### config.mk
export PLATFORM = sky130hd
export DESIGN_NAME = rmii_rx_deser
export DESIGN_NICKNAME = d
export VERILOG_FILES = /design/src/rtl/rmii_rx_pkg.sv /design/src/rtl/rmii_sfd_detect.sv /design/src/rtl/rmii_dibit_place.sv /design/src/rtl/rmii_rx_deser.sv
export SDC_FILE = /design/constraint.sdc
export NUM_CORES = 1
export LEC_CHECK = 0
export CORE_AREA = 2 2 64 66
export CTS_BUF_LIST = sky130_fd_sc_hd__clkbuf_4
export DETAILED_ROUTE_END_ITERATION = 10
export DIE_AREA = 0 0 66 68
export PLACE_DENSITY = 0.67
export SYNTH_ARGS = -nofsm -noshare
export SYNTH_HDL_FRONTEND = slang
export SYNTH_SLANG_ARGS = --single-unit
### constraint.sdc
create_clock -name clk -period 1.4 [get_ports clk]
set_input_delay 0.28 -clock clk [delete_from_list [all_inputs] [get_ports clk]]
set_output_delay 0.28 -clock clk [all_outputs]
set_load 0.01 [all_outputs]
### src/rtl/rmii_rx_pkg.sv
package rmii_rx_pkg;

    typedef enum logic [1:0] {
        ST_IDLE = 2'd0,
        ST_HUNT = 2'd1,
        ST_DATA = 2'd2
    } rx_state_e;

    localparam logic [1:0] PRE_DIBIT = 2'b01;
    localparam logic [1:0] SFD_TAIL  = 2'b11;

endpackage

### src/rtl/rmii_sfd_detect.sv
module rmii_sfd_detect
    import rmii_rx_pkg::*;
(
    input  logic       seen_pre_i,
    input  logic [1:0] dibit_i,
    output logic       seen_pre_o,
    output logic       lock_o
);

    // The delimiter tail counts only right after a preamble dibit.
    always_comb begin
        seen_pre_o = (dibit_i == PRE_DIBIT);
        lock_o     = seen_pre_i && (dibit_i == SFD_TAIL);
    end

endmodule

### src/rtl/rmii_dibit_place.sv
module rmii_dibit_place #(
    parameter int BYTE_W = 8,
    localparam int SLOTS = BYTE_W / 2,
    localparam int CNT_W = (SLOTS > 1) ? $clog2(SLOTS) : 1
) (
    input  logic [BYTE_W-1:0] word_i,
    input  logic [CNT_W-1:0]  slot_i,
    input  logic [1:0]        dibit_i,
    output logic [BYTE_W-1:0] word_o,
    output logic              full_o
);

    // Slot k holds bits [2k+1:2k]; the first dibit lands in the low pair.
    for (genvar k = 0; k < SLOTS; k++) begin : g_slot
        assign word_o[2*k +: 2] = (slot_i == CNT_W'(k)) ? dibit_i : word_i[2*k +: 2];
    end

    assign full_o = (slot_i == CNT_W'(SLOTS - 1));

endmodule

### src/rtl/rmii_rx_deser.sv
module rmii_rx_deser
    import rmii_rx_pkg::*;
#(
    parameter int BYTE_W = 8
) (
    input  logic              clk,
    input  logic              rst_n,
    input  logic              crs_dv_i,
    input  logic [1:0]        rxd_i,
    input  logic              rx_er_i,
    output logic              out_valid_o,
    output logic [BYTE_W-1:0] out_data_o,
    output logic              out_last_o,
    output logic              out_err_o,
    output logic              out_align_o
);

    localparam int SLOTS = BYTE_W / 2;
    localparam int CNT_W = (SLOTS > 1) ? $clog2(SLOTS) : 1;

    typedef struct packed {
        rx_state_e         state;
        logic              seen_pre;
        logic [CNT_W-1:0]  slot;
        logic [BYTE_W-1:0] shreg;
        logic [BYTE_W-1:0] hold;
        logic              hold_vld;
        logic              err;
        logic              ov;
        logic [BYTE_W-1:0] od;
        logic              ol;
        logic              oe;
        logic              oa;
    } regs_t;

    regs_t q, d;

    logic              seen_nx;
    logic              lock;
    logic [BYTE_W-1:0] placed;
    logic              full;

    rmii_sfd_detect u_sfd (
        .seen_pre_i (q.seen_pre),
        .dibit_i    (rxd_i),
        .seen_pre_o (seen_nx),
        .lock_o     (lock)
    );

    rmii_dibit_place #(.BYTE_W(BYTE_W)) u_place (
        .word_i  (q.shreg),
        .slot_i  (q.slot),
        .dibit_i (rxd_i),
        .word_o  (placed),
        .full_o  (full)
    );

    always_comb begin
        d    = q;
        d.ov = 1'b0;
        d.ol = 1'b0;
        d.oe = 1'b0;
        d.oa = 1'b0;

        if (crs_dv_i) begin
            // First carrier sample restarts the sticky error flag.
            if (q.state == ST_IDLE) begin
                d.err = rx_er_i;
            end else begin
                d.err = q.err | rx_er_i;
            end

            if (q.state != ST_DATA) begin
                d.seen_pre = seen_nx;
                d.slot     = '0;
                d.state    = lock ? ST_DATA : ST_HUNT;
            end else begin
                d.shreg = placed;
                if (full) begin
                    d.slot     = '0;
                    d.hold     = placed;
                    d.hold_vld = 1'b1;
                    if (q.hold_vld) begin
                        d.ov = 1'b1;
                        d.od = q.hold;
                    end
                end else begin
                    d.slot = q.slot + CNT_W'(1);
                end
            end
        end else begin
            // Carrier gone: flush the held byte as the frame's last one.
            if (q.state == ST_DATA && q.hold_vld) begin
                d.ov = 1'b1;
                d.od = q.hold;
                d.ol = 1'b1;
                d.oe = q.err;
                d.oa = (q.slot != '0);
            end
            d.state    = ST_IDLE;
            d.seen_pre = 1'b0;
            d.slot     = '0;
            d.shreg    = '0;
            d.hold_vld = 1'b0;
        end
    end

    always_ff @(posedge clk or negedge rst_n) begin
        if (!rst_n) begin
            q <= '{state: ST_IDLE, default: '0};
        end else begin
            q <= d;
        end
    end

    assign out_valid_o = q.ov;
    assign out_data_o  = q.od;
    assign out_last_o  = q.ol;
    assign out_err_o   = q.oe;
    assign out_align_o = q.oa;

endmodule

==> results.yml <==
status:
  outcome: "finished, final reports clean"
grt:
  grt_util_met3: 0.03454
  grt_start_max_net_pins: 36
  met1_usage: 0.1897
  use_met2: 0.2513
  grt_pass1_vias: 1054
  grtUsageTotal: 0.1535
  grt_antenna_before_repair: 0
  busiest_layer: "met2"
  grt_pass1_wl_um: 4968
  grt-ovfl-total: 0
sta:
  tightest_slew_ps: 289.3
  slew_viol_final: 0
  hold_viol: 0
  post-route-period-util: 0.9566
  setup_viol: 0
  period_minus_slack_ps: 1339
  skew_ps: 8.599
  slew_headroom: 0.8071
  rsz0062_at_grt: "false"
  fmax_ghz: 0.7467
power_and_ir_drop:
  swShare: 0.2292
  finalPower_mw: 1.609
  p_per_area_mw_per_mm2: 849.8
  comb_power_share: 0.058
  power_leakage_nw: 0.9270
  p_seq_frac: 0.637
  pwr-share-clk: 0.305
  vdd_drop_max_mv: 0.4625
  p_int_mw: 1.240
  switching_power_uw: 368.7
synth:
  ys_warn_count: 0
  syn_avg_cell_area_um2: 10.86
  syn_inst: 152
  yosysUniqueCellTypes: 30
  synth.area.top_cells: "dfrtp_1 53%, mux2i_1 6.7%, nand2_1 5.2%"
  synth.yosys.seq_area_share: 0.5307
  ys.flop_type: "dfrtp_1"
  yosysTopAreaCell: "dfrtp_1"
  ys_seq_elements: 35
  yosysTopAreaCellShare: 0.5307
  synth_edf_count: 0
  syn-num-nets: 163
  synth_most_common_cell: "dfrtp_1"
  ys_async_sr_fraction: 1.000
  yosys-top-cells-count: "35 x dfrtp_1, 23 x nand2_1, 11 x mux2i_1"
  syn_area_mm2: 0.001650
place:
  routabilityCongestion: 0.7778
  hpwlAfterDp_um: 2081
  dp.cells: 211
  port_buffers: 17
  place_area_mm2: 0.001846
final_layout:
  multi_input_area_um2: 635.6
  nFillCells: 377
  layout.nets: 180
  antenna_cells: 0
  layout.cells.non_filler: 219
  final_area_mm2: 0.001893
  layout-drive-gt1-share: 0.1420
  syn2layout_area_growth_pct: 14.71
  regArea_um2: 875.8
clock_network:
  holdBufCountCts: 0
  cts.root.buffer_cell: "clkbuf_4"
  clk_pin_slew_ps: 100
  htree_levels: 2
  cts_tree: "built"
  clockBufferDepth: 2
  cts.sinks: 35
  numCtsBuffers: 5
  insertion_delay_ps: 330
floorplan:
  die_w_um: 66
  dieHeight_um: 68
  coreArea_mm2: 0.003856
  die_area_mm2: 0.004488
  io_pins: 18
  row_count: 23
  initial_utilization: 0.4280
worst_setup_path:
  cp_cell_sequence: "ha_2 -> inv_1 -> a21o_2 -> a22o_1"
  max_stage_delay_ps: 430
  startpoint_type: "flop"
  crit_type: "reg -> reg"
  critPathMaxFanout: 8
  cp_top_family: "compound AO/OA/AOI/OAI gates"
  crit_buf_inv: 1
  worstPathRequired_ps: 1630
  worstPathArrival_ps: 1570
  cpMaxStageDelayCell: "dfrtp_1"
  crit_path_end_kind: "flop"
routing:
  via_count: 1063
  ant_nets: 0
  drt_iter0_drc: 55
  drc: 0
  wl_per_cell_um: 13.20
  wl_um: 2891
  viasPerCell: 4.854
  first_pass_iters: 4
worst_hold_path:
  hold_path_class: "in -> async"
run:
  maxCapViolations: 0
layout make-up:
cell class | instances | area share
Inverter | 6 | 0.01190
Tap cell | 50 | 0.03305
Timing Repair Buffer | 28 | 0.1322
Clock inverter | 2 | 0.004627
Clock buffer | 5 | 0.01983
Sequential cell | 35 | 0.4627
Multi-Input combinational cell | 93 | 0.3358
power by group through the flow:
stage | clock network (mW) | registers [mW] | logic (mW)
6_report | 0.491 | 1.02 | 0.0941
4_1_cts | 0.513 | 1.02 | 0.0953
5_1_grt | 0.583 | 1.03 | 0.104
3_5_place_dp | 0 | 1.04 | 0.0947
2_1_floorplan | 0 | 1.04 | 0.0371
3_3_place_gp | 0 | 1.04 | 0.0921
metrics by stage:
stage / worst slack [ps] / hold slack, ps / setup TNS [ps] / util
floorplan: 7.742 / -15.59 / 0 / -
global placement: -55.29 / 464.4 / -623.8 / 0.4786
detailed placement: -86.96 / 473.9 / -1047 / 0.4786
CTS: 3.506 / 310.2 / 0 / 0.4886
global route: 2.877 / 295.8 / 0 / 0.4909
finish: 60.76 / 304.8 / 0 / 0.4909
what timing repair did:
action | CTS | global route
pin swaps | 0 | 0
gates cloned | 0 | 0
setup buffers | 1 | 0
resized for setup | 12 | 4
endpoints found under the setup margin | 17 | 11
final timing paths:
path                                   start                   endpoint  slack (ps)  cells after the start
min in group clk           q[18]$_DFFE_PN0P_          q[18]$_DFFE_PN0P_         500                      2
min                                    rst_n  out_data_o[0]$_DFFE_PN0P_         300                      2
max in group asynchronous              rst_n          q[32]$_DFFE_PN0P_         900                      2
max reg2reg                  q[30]$_DFF_PN0_  out_data_o[0]$_DFFE_PN0P_          60                      4
max                          q[30]$_DFF_PN0_  out_data_o[0]$_DFFE_PN0P_          60                      4
min reg2reg                q[18]$_DFFE_PN0P_          q[18]$_DFFE_PN0P_         500                      2
state kept, by name, summed over array words and instances, names as in the netlist:
register / flops
out_align_o: 1
out_last_o: 1
out_valid_o: 1
out_err_o: 1
out_data_o: 8
q: 23
routing by layer:
layer  part of all wire  vias up  wire length, um
li1                   -      539                -
met1               0.47      498             1345
met2               0.48       21             1376
met3              0.044        5              126
met4              0.015        0               42
met5                  0        -                0
cells in the final DEF, fill, tap and decap left out, types with 3 or more instances in the layout:
| cell type | n |
|---|---|
| nand3b_1 | 4 |
| inv_1 | 6 |
| nand2_1 | 23 |
| ha_2 | 3 |
| mux2i_1 | 11 |
| clkbuf_4 | 5 |
| a22o_1 | 6 |
| a21boi_0 | 8 |
| dfrtp_1 | 35 |
| dlygate4sd2_1 | 12 |
| nand3_1 | 9 |
| buf_4 | 10 |
| o21ai_0 | 7 |
| clkdlybuf4s50_1 | 5 |
logic make-up (layout without fill, tap and decap cells):
logic type      count (synthesis)  after routing  synth area share
simple gates                   50             50            0.1638
flops                          35             35            0.5307
compound gates                 27             27            0.1115
buf+inv                        24             41           0.08946
mux                            11             11           0.06672
fa+ha+maj                       5              5           0.03791
(Power assumes the default switching activity.)
